[src/rtl/pwm_bank_pkg.sv]
package pwm_bank_pkg;
    parameter int NPORT = 8;
    parameter int NTB   = 3;
    parameter int LW    = 4;
    parameter int HW    = 4;
    parameter int PW    = 8;
    parameter int AW    = 4;
    parameter int DW    = 16;
    localparam int SELW      = $clog2(NTB + 1);
    localparam int DIVW      = LW + 1 + (2 ** HW) - 1;
    localparam int PORT_BASE = 1 + NTB;

    typedef struct packed {
        logic [PW-1:0] period;
        logic [HW-1:0] h;
        logic [LW-1:0] l;
    } tb_cfg_t;

    typedef struct packed {
        logic [PW-1:0]   duty;
        logic [SELW-1:0] sel;
        logic            en;
    } port_cfg_t;

    typedef struct packed {
        logic src;
        logic run;
    } ctrl_t;
endpackage

[src/rtl/pwm_timebase.sv]
module pwm_timebase
    import pwm_bank_pkg::*;
(
    input  logic          clk,
    input  logic          rst_n,
    input  logic          run,
    input  logic          tick,
    input  tb_cfg_t       cfg_in,
    output logic [PW-1:0] cnt,
    output logic [PW-1:0] period,
    output logic          wrap
);
    typedef struct packed {
        logic [DIVW-1:0] pre;
        logic [PW-1:0]   cnt;
        tb_cfg_t         act;
    } tb_state_t;

    tb_state_t st_d, st_q;
    logic [LW:0]     l_dec;
    logic [DIVW-1:0] div;
    logic            pre_last;

    always_comb begin
        st_d     = st_q;
        l_dec    = (st_q.act.l == '0) ? (LW+1)'(1) : {st_q.act.l, 1'b0};
        div      = DIVW'(l_dec) << st_q.act.h;
        pre_last = (st_q.pre == div - DIVW'(1));
        wrap     = run && tick && pre_last && (st_q.cnt == st_q.act.period);
        if (!run) begin
            st_d.pre = '0;
            st_d.cnt = '0;
            st_d.act = cfg_in;
        end else if (tick) begin
            if (pre_last) begin
                st_d.pre = '0;
                if (st_q.cnt == st_q.act.period) begin
                    st_d.cnt = '0;
                    st_d.act = cfg_in;
                end else begin
                    st_d.cnt = st_q.cnt + PW'(1);
                end
            end else begin
                st_d.pre = st_q.pre + DIVW'(1);
            end
        end
    end

    always_ff @(posedge clk or negedge rst_n) begin
        if (!rst_n) st_q <= '0;
        else        st_q <= st_d;
    end

    assign cnt    = st_q.cnt;
    assign period = st_q.act.period;
endmodule

[src/rtl/pwm_port_ch.sv]
module pwm_port_ch
    import pwm_bank_pkg::*;
(
    input  logic                    clk,
    input  logic                    rst_n,
    input  logic                    run,
    input  port_cfg_t               cfg,
    input  logic [NTB-1:0][PW-1:0]  cnt,
    input  logic [NTB-1:0]          wrap,
    output logic                    out,
    output logic [PW-1:0]           duty_act
);
    typedef struct packed {
        logic [PW-1:0] duty;
    } ch_state_t;

    ch_state_t     st_d, st_q;
    logic [PW-1:0] cur_cnt;
    logic          cur_wrap;
    logic          hit;

    always_comb begin
        cur_cnt  = '0;
        cur_wrap = 1'b0;
        hit      = 1'b0;
        for (int i = 0; i < NTB; i++) begin
            if (cfg.sel == SELW'(i)) begin
                cur_cnt  = cnt[i];
                cur_wrap = wrap[i];
                hit      = 1'b1;
            end
        end
        st_d = st_q;
        if (!run || !hit || cur_wrap) st_d.duty = cfg.duty;
        out = run && cfg.en && hit && (cur_cnt < st_q.duty);
    end

    always_ff @(posedge clk or negedge rst_n) begin
        if (!rst_n) st_q <= '0;
        else        st_q <= st_d;
    end

    assign duty_act = st_q.duty;
endmodule

[src/rtl/pwm_bank.sv]
module pwm_bank
    import pwm_bank_pkg::*;
(
    input  logic             clk,
    input  logic             rst_n,
    input  logic             ref_tick,
    input  logic             alt_tick,
    input  logic             wr_en,
    input  logic [AW-1:0]    wr_addr,
    input  logic [DW-1:0]    wr_data,
    output logic [NPORT-1:0] pwm_out
);
    typedef struct packed {
        ctrl_t                       ctrl;
        tb_cfg_t   [NTB-1:0]         tb;
        port_cfg_t [NPORT-1:0]       port;
    } regs_t;

    regs_t regs_d, regs_q;

    logic                         run_w;
    logic                         tick_w;
    logic [NTB-1:0][PW-1:0]       tb_cnt;
    logic [NTB-1:0][PW-1:0]       tb_per;
    logic [NTB-1:0]               tb_wrap;
    logic [NPORT-1:0][PW-1:0]     port_duty;
    logic [NPORT-1:0]             port_en_w;
    logic [NPORT-1:0][SELW-1:0]   port_sel_w;

    always_comb begin
        regs_d = regs_q;
        if (wr_en) begin
            if (wr_addr == AW'(0)) regs_d.ctrl = ctrl_t'(wr_data[1:0]);
            for (int i = 0; i < NTB; i++) begin
                if (wr_addr == AW'(1 + i)) regs_d.tb[i] = tb_cfg_t'(wr_data[PW+HW+LW-1:0]);
            end
            for (int k = 0; k < NPORT; k++) begin
                if (wr_addr == AW'(PORT_BASE + k))
                    regs_d.port[k] = {wr_data[DW-1:DW-PW], wr_data[SELW:0]};
            end
        end
    end

    always_ff @(posedge clk or negedge rst_n) begin
        if (!rst_n) regs_q <= '0;
        else        regs_q <= regs_d;
    end

    assign run_w  = regs_q.ctrl.run;
    assign tick_w = regs_q.ctrl.src ? alt_tick : ref_tick;

    generate
        for (genvar i = 0; i < NTB; i++) begin : g_tb
            pwm_timebase u_tb (
                .clk    (clk),
                .rst_n  (rst_n),
                .run    (run_w),
                .tick   (tick_w),
                .cfg_in (regs_q.tb[i]),
                .cnt    (tb_cnt[i]),
                .period (tb_per[i]),
                .wrap   (tb_wrap[i])
            );
        end
        for (genvar k = 0; k < NPORT; k++) begin : g_port
            pwm_port_ch u_ch (
                .clk      (clk),
                .rst_n    (rst_n),
                .run      (run_w),
                .cfg      (regs_q.port[k]),
                .cnt      (tb_cnt),
                .wrap     (tb_wrap),
                .out      (pwm_out[k]),
                .duty_act (port_duty[k])
            );
            assign port_en_w[k]  = regs_q.port[k].en;
            assign port_sel_w[k] = regs_q.port[k].sel;
        end
    endgenerate
endmodule

[config.mk]
export PLATFORM = sky130hd
export DESIGN_NAME = pwm_bank
export DESIGN_NICKNAME = d
export VERILOG_FILES = /design/src/rtl/pwm_bank_pkg.sv /design/src/rtl/pwm_timebase.sv /design/src/rtl/pwm_port_ch.sv /design/src/rtl/pwm_bank.sv
export SDC_FILE = /design/constraint.sdc
export NUM_CORES = 1
export LEC_CHECK = 0
export BUFFER_PORTS_ARGS = -buffer_cell sky130_fd_sc_hd__buf_4
export CORE_MARGIN = 1.5
export CORE_UTILIZATION = 35
export DETAILED_ROUTE_END_ITERATION = 16
export GPL_ROUTABILITY_DRIVEN = 0
export GPL_TIMING_DRIVEN = 0
export PLACE_DENSITY = 0.52
export SYNTH_ARGS = -nofsm -noshare
export SYNTH_HDL_FRONTEND = slang
export SYNTH_SLANG_ARGS = --single-unit
[constraint.sdc]
create_clock -name clk -period 7.8 [get_ports clk]
set_input_delay 1.56 -clock clk [delete_from_list [all_inputs] [get_ports clk]]
set_output_delay 1.56 -clock clk [all_outputs]
set_load 0.01 [all_outputs]
**Word level (Yosys, flattened, before mapping)**

Cells that the tools add are included.

- Logic and storage cells: 298
- Bits in read-only memories: 0
- Bits of input ports: 25
- Bits in writable memories: 0
- Memories: 0
- Register bits: 334
- Bits in latches: 0

- Add/sub/neg operators: 9
- Reductions and logical operators: 86
- Multipliers: 0
- Eq/ne operators: 40
- Divide/modulo/power cells: 0
- Magnitude comparators: 8
- Bitwise gates (word level): 0
- Shift-type cells: 3
- Multiplexer cells: 94

Operator list:

| operator | count |
|---|---|
| $mux 44 | 6 |
| $mux 8 | 27 |
| $mux 24 | 3 |
| $lt 8x8->1 | 8 |
| $add 20x1->20 const B | 3 |
| $eq 20x20->1 | 3 |
| $mux 20 | 3 |
| $shl 5x4->20 | 3 |
| $sub 20x1->20 const B | 3 |
| $mux 1 | 49 |
| $mux 16 | 3 |
| $logic_and 1x1->1 | 31 |
| $reduce_and 2->1 | 15 |
| $add 8x1->8 const B | 3 |
| $eq 8x8->1 | 3 |
| $eq 2x1->1 const B | 8 |
| $eq 2x2->1 const B | 8 |
| $eq 4x3->1 const B | 4 |
| $eq 4x4->1 const B | 4 |
| $logic_not 2->1 | 8 |
| $logic_not 4->1 | 4 |
| $logic_or 1x1->1 | 16 |
| $mux 5 | 3 |
| $ne 2x1->1 const B | 7 |
| 4 further kinds | 15 |

**Longest topological paths before layout**

Gate-level depths: netlist (run 1).

- Depth after elaboration: 11
- Depth in mapped cells: 18
- Mapped depth without buffers: 15

**Cells and area by module**

Synthesis (run 1) repeated with hierarchy kept, for this count alone.

- Cell total of the unflattened synthesis: 2387
- Area, all modules: 23344.9 um^2

By module, submodules not included:

| module | area each (um^2) | times used | cells each |
|---|---|---|---|
| pwm_port_ch | 728.2 | 8 | 76 |
| pwm_bank | 5371.4 | 1 | 321 |
| pwm_timebase at g_tb[2].u_tb | 4226.6 | 1 | 509 |
| pwm_timebase at g_tb[1].u_tb | 3962.6 | 1 | 477 |
| pwm_timebase at g_tb[0].u_tb | 3958.8 | 1 | 472 |

**Worst setup path before layout (run 1)**

No wires, ideal clock.

- Path type: register -> register
- Start: register g_tb[0].u_tb.st_q[0] in the netlist's numbering
- End: register g_tb[0].u_tb.st_q, in the netlist g_tb[0].u_tb.period[1]
- Buffers on the path: 2
- Slack: 3.270 ns
- Stages on the path, launching flop included: 17
- Data required time: 7.675 ns
- Arrival: 4.406 ns
- Setup time: 0.125 ns
- Period minus slack after synthesis: 4.530 ns
- Path through: dfrtp_1 nor4_2 buf_2 a21oi_1 or3_1 ha_1 xnor2_1 a211o_1 a211o_1 o211a_1 a2111oi_0 nand4b_1 nor4_1 nand4_2 nand2_1 buf_2 mux2_2

- Cells in the longest elaborated chain, start to end: 7

Ends and longest elaborated chain:

| what | line | text |
|---|---|---|
| start: declaration | pwm_timebase.sv:19 | `tb_state_t st_d, st_q;` |
| start signal: assignment | pwm_timebase.sv:51 | `else st_q <= st_d;` |
| $logic_not 4->1 | pwm_timebase.sv:26 | `l_dec = (st_q.act.l == '0) ? (LW+1)'(1) : {st_q.act.l, 1'b0};` |
| $mux 5 (*) | pwm_timebase.sv:26 |  |
| $shl 5x4->20 (*) | pwm_timebase.sv:27 | `div = DIVW'(l_dec) << st_q.act.h;` |
| $sub 20x1->20 (*) | pwm_timebase.sv:28 | `pre_last = (st_q.pre == div - DIVW'(1));` |
| $eq 20x20->1 (*) | pwm_timebase.sv:28 |  |
| $ne 2x1->1 (no line) (*) | - |  |
| $reduce_and 3->1 (no line) (*) | - |  |

Every way passes the cells marked *; elsewhere a longest branch is shown, timed or not.
A chain may end at the register's enable or synchronous reset.

**Worst setup path in the final report (run 1)**

- Start: register g_tb[0].u_tb.st_q[6] in the netlist's numbering
- End: register g_tb[0].u_tb.st_q, in the netlist g_tb[0].u_tb.period[1]

- Cells in the longest elaborated chain, start to end: 5

Ends and longest elaborated chain:

| what | line |
|---|---|
| $shl 5x4->20 | pwm_timebase.sv:27 |
| $sub 20x1->20 | pwm_timebase.sv:28 |
| $eq 20x20->1 | pwm_timebase.sv:28 |
| $ne 2x1->1 (no line) | - |
| $reduce_and 3->1 (no line) | - |

Every way passes these cells.

==> impl_metrics.json, run 1 <==
{
  "yosysSeqAreaShare_pct": 37.48,
  "dr.pass1.iters": 6,
  "r2r_end": "g_tb[0].u_tb.period[1]$_DFFE_PN0P_",
  "slew_headroom_pct": 24.57,
  "synthCells": 2324,
  "path_max_fanout": 10,
  "final_util_pct": 39.57,
  "cts_num_sinks": 334,
  "whs_path_depth": 2,
  "skew_ns": 0.03212,
  "cts.path.max_buffers": 3,
  "worst_path_max_delay_cell": "nor4_1",
  "vias": 18090,
  "n_antenna_cell": 0,
  "endpoint_kind": "flip-flop",
  "rows": 92,
  "ys_async_sr_fraction_pct": 100.0,
  "criticalPathCategory": "reg -> reg",
  "synth-seq-cells": 334,
  "slowest_delay_ns": 0.86,
  "swShare_pct": 39.77,
  "yosysWarnings": 0,
  "drive_gt1_share_pct": 17.26,
  "num_io_pins": 33,
  "fp.coreArea_mm2": 0.06297,
  "max_freq_mhz": 152.4,
  "finalCriticalPeriod_ns": 6.563,
  "grt_max_degree": 102,
  "whs_ns": 0.4698,
  "insertion_delay_ns": 0.55,
  "r2r_slack_ns": 1.24,
  "htreeDepth": 2,
  "hpwl_um": 46540,
  "grt_first_pass_wirelength_um": 102100,
  "dieArea_mm2": 0.06524,
  "timing.rr.start": "g_tb[0].u_tb.st_q[6]$_DFFE_PN0P_",
  "grt_overflow": 0,
  "grtUsageTotal_pct": 19.57,
  "synth_area_per_cell_um2": 9.596,
  "slew_violations": 0,
  "nNetsFinal": 2486,
  "cts-hold-fix-buffers": 0,
  "drc": 0,
  "hold_end": "g_tb[1].u_tb.period[2]$_DFFE_PN0P_",
  "pwr-share-comb_pct": 46.6,
  "status": "finished clean",
  "numCtsBuffers": 37,
  "regArea_mm2": 0.008358,
  "fp.dieH_um": 255.4,
  "fillers": 6290,
  "cts_tree": "built",
  "worstHoldStart": "regs_q[114]$_DFFE_PN0P_",
  "wl_um": 65430,
  "vias_per_cell": 5.535,
  "p_int_mw": 4.814,
  "power_density_mw_per_mm2": 320.8,
  "grt_pass1_vias": 17511,
  "finalCritPeriodShare_pct": 84.14,
  "worstPathArrival_ns": 6.99,
  "finalSetupViolCount": 0,
  "postRouteAntennaNets": 0,
  "antenna_found_initial": 0,
  "crit_chain": "clkbuf_1 -> inv_1 -> clkbuf_1 -> nand2_1 -> or3_1 -> ha_1 -> xnor2_1 -> a211o_1 -> a211o_1 -> o211a_1 -> a2111oi_0 -> nand4b_1 -> nor4_1 -> nand4_2 -> nand2_1 -> buf_2 -> mux2_2",
  "root_buffer": "clkbuf_16",
  "ir_drop_mv": 0.1596,
  "switching_power_mw": 3.179,
  "cts_resized": 0,
  "synth-edff-count": 0,
  "ys_types": 97,
  "wire_per_inst_um": 20.02,
  "port-buffer-count": 30,
  "postCtsSetupBuffers": 0,
  "tns_ns": 0,
  "multi_input_area_mm2": 0.01286,
  "finalHoldViolations": 0,
  "synthFlopType": "dfrtp_1",
  "ff2ff_path_depth": 17,
  "seq_power_share_pct": 30.7,
  "worst_setup_path_start_kind": "flip-flop",
  "drv_cap": 0,
  "start_util_pct": 35.42,
  "pwr-share-clk_pct": 22.8,
  "grt_setup_unrepaired": "false",
  "required_ns": 8.22,
  "worst_pin_slew_ns": 1.131,
  "syn2layout_area_growth_pct": 11.74,
  "syn-cell-area_mm2": 0.02230,
  "clk_pin_slew_worst_paths_ns": 0.06,
  "hold_class": "reg -> reg",
  "dieWidth_um": 255.4,
  "p_leak_nw": 10.60,
  "drt_iter0_markers": 1730,
  "syn_nets": 2414
}
## cell type report
cell class	instances	area share, %
Inverter	90	1.356
Buffer	175	2.993
Clock buffer	56	4.489
Multi-Input combinational cell	1725	51.60
Timing Repair Buffer	33	1.265
Tap cell	846	4.248
Sequential cell	334	33.54
Clock inverter	9	0.5021
## routing by layer
layer | up-vias | global-route usage [%] | share of wire (%)
met5 | - | 0 | 0
met4 | 0 | 5.489 | 2.8
met3 | 125 | 2.500 | 5.9
met2 | 585 | 31.21 | 45
met1 | 8930 | 27.71 | 46
li1 | 8450 | - | -
## power by group through the flow
stage	combinational [mW]	sequential, mW	clock, mW
floorplan	2.81	2.38	0
global placement	3.60	2.46	0
detailed placement	3.66	2.48	0
CTS	3.68	2.45	1.86
global route	4.05	2.51	1.94
finish	3.72	2.45	1.82
## cells by family (layout without fill, tap and decap cells)
logic type / after synthesis / count (layout) / synth area share, %
DFF: 334 / 334 / 37.48
adders and majority gates: 65 / 65 / 3.647
muxes: 318 / 318 / 16.82
xor gates and xnor gates: 132 / 132 / 5.246
buffers and inverters: 265 / 363 / 4.859
and+or+nand+nor: 734 / 734 / 16.97
AOI/OAI and AO/OA: 476 / 476 / 14.98
## per-stage QoR
| stage | setup slack (ns) | area [um^2] | cells | power [mW] |
|---|---|---|---|---|
| after detailed placement | 1.395 | 23670 | 3203 | 6.138 |
| after floorplan | 3.270 | 22300 | 2324 | 5.191 |
| after global routing | 0.8598 | 24920 | 3268 | 8.495 |
| after CTS | 1.358 | 24920 | 3268 | 7.992 |
| after global placement | 1.404 | 23580 | 3200 | 6.061 |
| final | 1.237 | 24920 | 3268 | 7.993 |
## flip-flops by register name, indices dropped and copies added (netlist names)
signal,flops
g_tb.u_tb.cnt,24
g_port.u_ch.duty_act,64
port_en_w,8
g_tb.u_tb.st_q,84
regs_q,113
port_sel_w,16
run_w,1
g_tb.u_tb.period,24
## worst max-delay path by stage
stage,cells past startpoint,endpoint,start
after floorplan,16,g_tb[0].u_tb.period[1]$_DFFE_PN0P_,g_tb[0].u_tb.st_q[0]$_DFFE_PN0P_
after CTS,17,g_tb[0].u_tb.period[1]$_DFFE_PN0P_,g_tb[0].u_tb.st_q[6]$_DFFE_PN0P_
after detailed placement,17,g_tb[0].u_tb.period[5]$_DFFE_PN0P_,g_tb[0].u_tb.st_q[6]$_DFFE_PN0P_
after global routing,17,g_tb[0].u_tb.period[1]$_DFFE_PN0P_,g_tb[0].u_tb.st_q[6]$_DFFE_PN0P_
final,17,g_tb[0].u_tb.period[1]$_DFFE_PN0P_,g_tb[0].u_tb.st_q[6]$_DFFE_PN0P_
after global placement,17,g_tb[0].u_tb.period[5]$_DFFE_PN0P_,g_tb[0].u_tb.st_q[6]$_DFFE_PN0P_
## layout by cell type (no fill, tap or decap), types with 36 or more instances in the layout
| master | n |
|---|---|
| clkbuf_1 | 119 |
| xor2_1 | 49 |
| a21o_1 | 48 |
| nand4_1 | 36 |
| mux2_2 | 174 |
| mux2i_1 | 77 |
| nor2_1 | 135 |
| xnor2_1 | 82 |
| a21oi_1 | 63 |
| nand3_1 | 39 |
| nor2b_1 | 47 |
| buf_4 | 40 |
| nor3_1 | 38 |
| dfrtp_1 | 334 |
| inv_1 | 86 |
| clkbuf_16 | 38 |
| mux2_4 | 65 |
| nand2_1 | 228 |
| ha_1 | 65 |
| o21ai_0 | 135 |
## cell usage after synthesis (all sizes together), types with 7 or more instances
library cell,count,area (um^2)
ha,65,813.3
or3,24,150.1
nand2,230,868.3
a221oi,8,76.32
mux2i,77,770.7
nand2b,30,187.7
o21ai,146,820.8
a211oi,18,140.1
nor4,19,131.4
o31ai,9,72.57
nor2,135,506.7
a21boi,16,120.1
o211ai,24,180.2
and4,10,87.58
a31oi,11,68.82
nand3b,15,112.6
nor3b,16,120.1
nor3,38,190.2
o22ai,13,81.33
a21o,48,360.4
or4,7,52.55
clkbuf,111,416.7
inv,87,326.6
xnor2,82,718.2
nor4b,8,70.07
xor2,49,429.2
and2,22,137.6
dfrtp,334,8358
mux2,239,2935
a21oi,64,324.1
nand4,38,259.0
a211o,10,87.58
a2111oi,13,113.9
buf,64,329.1
nor2b,47,294.0
a22oi,16,168.9
and3,29,181.4
o21a,14,105.1
nand3,39,195.2
## critical path, delay by kind of cell, from the launching register on
family	cells	cell delay, ns
simple gates	6	2.76
compound gates	4	1.30
buf+inv	4	1.17
mux	1	0.38
flops	1	0.36
fa+ha+maj	1	0.28
xor+xnor	1	0.19
No activity file was read; power rests on OpenSTA's default activity.
==> inputs of run 2 (changes only) <==
PLACE_DENSITY = 0.54   (was 0.52)
clock period = 5.7 ns   (was 7.8 ns; I/O delays follow)
==> impl_metrics.json, run 2 (synthesis results as in run 1) <==
{
  "max_freq_mhz": 184.6,
  "wl_um": 64770,
  "n_antenna_cell": 0,
  "finalSetupViolCount": 0,
  "vias_per_cell": 5.552,
  "top_register": "regs_q",
  "tns_ns": 0,
  "swShare_pct": 39.46,
  "rows": 92,
  "syn2layout_area_growth_pct": 11.84,
  "fin_area_mm2": 0.02494,
  "antenna_found_initial": 1,
  "required_ns": 4.56,
  "wire_per_inst_um": 19.83,
  "worst_setup_path_start_kind": "flip-flop",
  "largest_reg_flops": 113,
  "drv_cap": 0,
  "total_power_mw": 10.97,
  "fp.coreArea_mm2": 0.06297,
  "ir_drop_mv": 0.2069,
  "dieArea_mm2": 0.06524,
  "worstPathArrival_ns": 4.28,
  "drt_iter0_markers": 1442,
  "nNetsFinal": 2484,
  "power_density_mw_per_mm2": 439.7,
  "finalCritPeriodShare_pct": 95.02,
  "cts_num_sinks": 334,
  "grt_overflow": 0,
  "worst_pin_slew_ns": 1.144,
  "drive_gt1_share_pct": 17.35,
  "grt_max_degree": 122,
  "fp.dieH_um": 255.4,
  "grt_setup_unrepaired": "false",
  "postCtsSetupBuffers": 0,
  "grt_pass1_vias": 17596,
  "worst_path_max_delay_cell": "a2111oi_0",
  "endpoint_kind": "output pin",
  "root_buffer": "clkbuf_16",
  "layout_common_cells": "334 x dfrtp_1, 228 x nand2_1, 174 x mux2_2",
  "grt_first_pass_wirelength_um": 102600,
  "post-place-ws_ns": -0.6696,
  "cts.path.max_buffers": 3,
  "postRouteAntennaNets": 0,
  "finalCriticalPeriod_ns": 5.416,
  "crit_chain": "clkbuf_1 -> mux2i_1 -> o21ai_0 -> ha_1 -> a21o_1 -> a21o_1 -> a21o_1 -> a21o_1 -> a21o_1 -> a21oi_1 -> nor2b_1 -> a2111oi_0 -> buf_4 -> buf_4",
  "dr.pass1.iters": 9,
  "p_int_mw": 6.639,
  "num_io_pins": 33,
  "criticalPathCategory": "reg -> out",
  "path_common_cell": "a21o_1",
  "hold_class": "reg -> reg",
  "grtUsageTotal_pct": 19.65,
  "p_leak_nw": 10.59,
  "hpwl_um": 45980,
  "port-buffer-count": 30,
  "slew_headroom_pct": 23.71,
  "cts_tree": "built",
  "numCtsBuffers": 38,
  "path_max_fanout": 10,
  "worst_slack_ns": 0.2839,
  "vias": 18139,
  "pwr-share-comb_pct": 46.4,
  "drc": 0,
  "finalHoldViolations": 0,
  "htreeDepth": 2,
  "slew_violations": 0,
  "insertion_delay_ns": 0.57,
  "final_common_cell": "dfrtp_1",
  "start_util_pct": 35.42,
  "skew_ns": 0.04113,
  "clk_pin_slew_worst_paths_ns": 0.06,
  "dieWidth_um": 255.4,
  "pwr-share-clk_pct": 23.0,
  "seq_power_share_pct": 30.6,
  "switching_power_mw": 4.327,
  "slowest_delay_ns": 0.75,
  "status": "finished clean",
  "dpl_cell_area_mm2": 0.02365
}
## run 2: changes by cell type in the layout (fill, tap and decap cells not counted), moves of 2 or more
cell and change:
clkbuf_8 -5, bufinv_16 +2, a2111oi_0 -2, nor4_4 +2
## run 2: per-stage QoR
stage               hold WS, ns  cells  util [%]
global route             0.4899   3267     39.61
CTS                      0.4732   3268     39.59
finish                   0.4710   3267     39.61
global placement         0.4488   3200     37.46
detailed placement       0.4593   3202     37.55
floorplan                0.4402   2324         -
## run 2: path summary, 6_finish.rpt
| path | startpoint | to | slack [ns] | cells after the start |
|---|---|---|---|---|
| setup / recovery | g_tb[1].u_tb.cnt[1]$_DFFE_PN0P_ | pwm_out[4] | 0.28 | 14 |
| hold / removal | regs_q[119]$_DFFE_PN0P_ | g_tb[1].u_tb.period[7]$_DFFE_PN0P_ | 0.47 | 2 |
| setup reg to reg | g_tb[2].u_tb.st_q[3]$_DFFE_PN0P_ | g_tb[2].u_tb.st_q[37]$_DFFE_PN0P_ | 0.39 | 16 |
| hold reg to reg | regs_q[119]$_DFFE_PN0P_ | g_tb[1].u_tb.period[7]$_DFFE_PN0P_ | 0.47 | 2 |
| max in group asynchronous | rst_n | g_tb[0].u_tb.cnt[0]$_DFFE_PN0P_ | 3.91 | 2 |
| min in group asynchronous | rst_n | g_tb[1].u_tb.st_q[34]$_DFFE_PN0P_ | 0.63 | 1 |
## run 2: layout make-up
type	count	area, um^2
inverter	90	337.8
buffer	173	738.2
fill	6230	38020
tap	846	1059
timing repair buffer	32	287.8
sequential	334	8358
multi-input combinational	1725	12900
clock inverter	12	170.2
clock buffer	55	1086
## run 2: repair_timing
item / 4_1_cts / 5_1_grt
gates resized for setup: 5 / 4
setup endpoints to repair: 97 / 109
hold buffers: 0 / 0
## run 2: critical path, delay by kind of cell (launching register included)
| kind | cells | cell delay (ns) |
|---|---|---|
| mux | 1 | 0.16 |
| fa+ha+maj | 1 | 0.25 |
| flops | 1 | 0.42 |
| buf+inv | 3 | 0.91 |
| simple gates | 1 | 0.06 |
| compound gates | 8 | 1.90 |
## run 2: power by group through the flow
| stage | combinational, mW | clock, mW | sequential, mW |
|---|---|---|---|
| after detailed placement | 4.99 | 0 | 3.39 |
| final | 5.09 | 2.53 | 3.35 |
| after floorplan | 3.85 | 0 | 3.25 |
| after global placement | 4.91 | 0 | 3.36 |
| after CTS | 5.03 | 2.59 | 3.35 |
| after global routing | 5.57 | 2.69 | 3.43 |
## run 2: routing by layer
layer	track usage (%)	share of wire (%)	routed length (um)
met5	0	0	0
met4	6.184	2.8	1794
met3	3.085	5.5	3589
met2	30.76	46	29590
met1	27.70	46	29800
==> inputs of run 3 (changes only) <==
ABC_CLOCK_PERIOD_IN_PS = 6200   (was not set)
PLACE_DENSITY = 0.52   (was 0.54)
clock period = 6.2 ns   (was 5.7 ns; I/O delays follow)
==> impl_metrics.json, run 3 (synthesis results as in run 1) <==
{
  "fillers": 6286,
  "worstPathBufferInverterCount": 4,
  "cp_num_cells": 17,
  "cts.path.max_buffers": 3,
  "dieWidth_um": 255.4,
  "top_register": "regs_q",
  "drt_iter0_markers": 1624,
  "htreeDepth": 2,
  "path_common_cell": "clkbuf_1",
  "clk_pin_slew_worst_paths_ns": 0.06,
  "numCtsBuffers": 37,
  "crit_start": "g_tb[0].u_tb.st_q[6]$_DFFE_PN0P_",
  "fp.coreArea_mm2": 0.06297,
  "final_common_cell": "dfrtp_1",
  "dr.pass1.iters": 5,
  "nNetsFinal": 2485,
  "path_max_fanout": 14,
  "syn2layout_area_growth_pct": 11.83,
  "hold_class": "reg -> reg",
  "rows": 92,
  "slowest_delay_ns": 0.51,
  "insertion_delay_ns": 0.55,
  "dieArea_mm2": 0.06524,
  "layout_common_cells": "334 x dfrtp_1, 228 x nand2_1, 174 x mux2_2",
  "slew_headroom_pct": 23.21,
  "n_antenna_cell": 0,
  "final_cells": 3267,
  "status": "finished clean",
  "drive_gt1_share_pct": 17.31,
  "endpoint_kind": "flip-flop",
  "p_leak_nw": 10.60,
  "wire_per_inst_um": 20.02,
  "worstPathArrival_ns": 6.17,
  "cts-hold-fix-buffers": 0,
  "required_ns": 6.58,
  "finalCriticalPeriod_ns": 5.785,
  "setup.worst_path.end": "g_tb[0].u_tb.st_q[43]$_DFFE_PN0P_",
  "hpwl_um": 46540,
  "ir_drop_mv": 0.2008,
  "fp.dieH_um": 255.4,
  "r2r_slack_ns": 0.42,
  "critPathTopFamily": "simple AND/OR/NAND/NOR gates",
  "start_util_pct": 35.42,
  "fin_area_mm2": 0.02494,
  "cts_tree": "built",
  "vias": 18036,
  "slew_violations": 0,
  "worst_pin_slew_ns": 1.152,
  "finalHoldViolations": 0,
  "grt_pass1_vias": 17511,
  "max_freq_mhz": 172.9,
  "grtUsageTotal_pct": 19.57,
  "worst_path_max_delay_cell": "nor4_4",
  "grt_setup_unrepaired": "false",
  "root_buffer": "clkbuf_16",
  "dpl_cell_area_mm2": 0.02367,
  "port-buffer-count": 30,
  "num_io_pins": 33,
  "grt_overflow": 0,
  "cts_num_sinks": 334,
  "skew_ns": 0.03391,
  "criticalPathCategory": "reg -> reg",
  "dp_cells": 3203,
  "drv_cap": 0,
  "timing.rr.start": "g_tb[0].u_tb.st_q[6]$_DFFE_PN0P_",
  "vias_per_cell": 5.521,
  "finalCritPeriodShare_pct": 93.30,
  "largest_reg_flops": 113,
  "wl_um": 65420,
  "ff2ff_path_depth": 17,
  "worst_setup_path_start_kind": "flip-flop",
  "drc": 0,
  "antenna_found_initial": 0,
  "finalSetupViolCount": 0,
  "grt_first_pass_wirelength_um": 102100,
  "grt_max_degree": 102,
  "postRouteAntennaNets": 0,
  "r2r_end": "g_tb[0].u_tb.st_q[43]$_DFFE_PN0P_",
  "crit_chain": "clkbuf_1 -> inv_1 -> clkbuf_1 -> nand2_1 -> or3_1 -> ha_1 -> xnor2_1 -> a211o_1 -> a211o_1 -> o211a_1 -> a2111oi_1 -> nand4b_1 -> nor4_4 -> nand4b_1 -> clkbuf_1 -> nand2_1 -> nor2_1",
  "postCtsSetupBuffers": 0,
  "power_density_mw_per_mm2": 404.0
}
-- run 3: report_power, final --
group | internal, mW | switching, mW | leakage (nW)
Combinational | 2.00 | 2.70 | 5.75
Clock | 1.34 | 0.953 | 0.614
Sequential | 2.72 | 0.366 | 4.24
-- run 3: tightest hold or removal path, delay by kind of cell, from the launching register on --
kind             cells  cell delay (ns)
AND/OR/NAND/NOR      2             0.10
flip-flops           1             0.34
-- run 3: stage by stage --
stage | worst slack (ns) | util (%) | power [mW] | setup TNS, ns | hold WS, ns
floorplan | 1.670 | - | 6.531 | 0 | 0.4402
global placement | -0.1960 | 37.46 | 7.626 | -11.95 | 0.4507
detailed placement | -0.2050 | 37.60 | 7.722 | -13.61 | 0.4564
CTS | 0.06609 | 39.58 | 10.06 | 0 | 0.4705
global route | 0.07613 | 39.61 | 10.70 | 0 | 0.4928
finish | 0.4152 | 39.61 | 10.08 | 0 | 0.4699
-- run 3: how the worst min path moves through the flow --
| stage | start | cells past startpoint | to | slack, ns |
|---|---|---|---|---|
| detailed placement | regs_q[114]$_DFFE_PN0P_ | 2 | g_tb[1].u_tb.period[2]$_DFFE_PN0P_ | 0.46 |
| global placement | regs_q[117]$_DFFE_PN0P_ | 2 | g_tb[1].u_tb.period[5]$_DFFE_PN0P_ | 0.45 |
| CTS | regs_q[114]$_DFFE_PN0P_ | 2 | g_tb[1].u_tb.period[2]$_DFFE_PN0P_ | 0.47 |
| global route | regs_q[119]$_DFFE_PN0P_ | 2 | g_tb[1].u_tb.period[7]$_DFFE_PN0P_ | 0.49 |
| floorplan | regs_q[112]$_DFFE_PN0P_ | 2 | g_tb[1].u_tb.period[0]$_DFFE_PN0P_ | 0.44 |
| finish | regs_q[114]$_DFFE_PN0P_ | 2 | g_tb[1].u_tb.period[2]$_DFFE_PN0P_ | 0.47 |
-- run 3: repair_timing --
item / 4_1_cts / 5_1_grt
setup endpoints to repair: 86 / 96
endpoints found under the hold margin: 0 / 0
resized for setup: 1 / 3
-- run 3: final cells by class --
class                      count  area (um^2)  share of cell area (%)
clock inverter                 9        125.1                  0.5017
buffer                       174        742.0                   2.975
clock buffer                  56         1119                   4.485
inverter                      90        337.8                   1.355
multi-input combinational   1725        12880                   51.66
sequential                   334         8358                   33.51
timing repair buffer          33        315.3                   1.264
tap                          846         1059                   4.244
-- run 3: metal layers --
layer | part of all wire [%] | track usage [%] | up-vias
li1 | - | - | 8449
met1 | 46 | 27.71 | 8914
met2 | 45 | 31.21 | 553
met3 | 5.5 | 2.500 | 120
met4 | 2.7 | 5.489 | 0
met5 | 0 | 0 | -
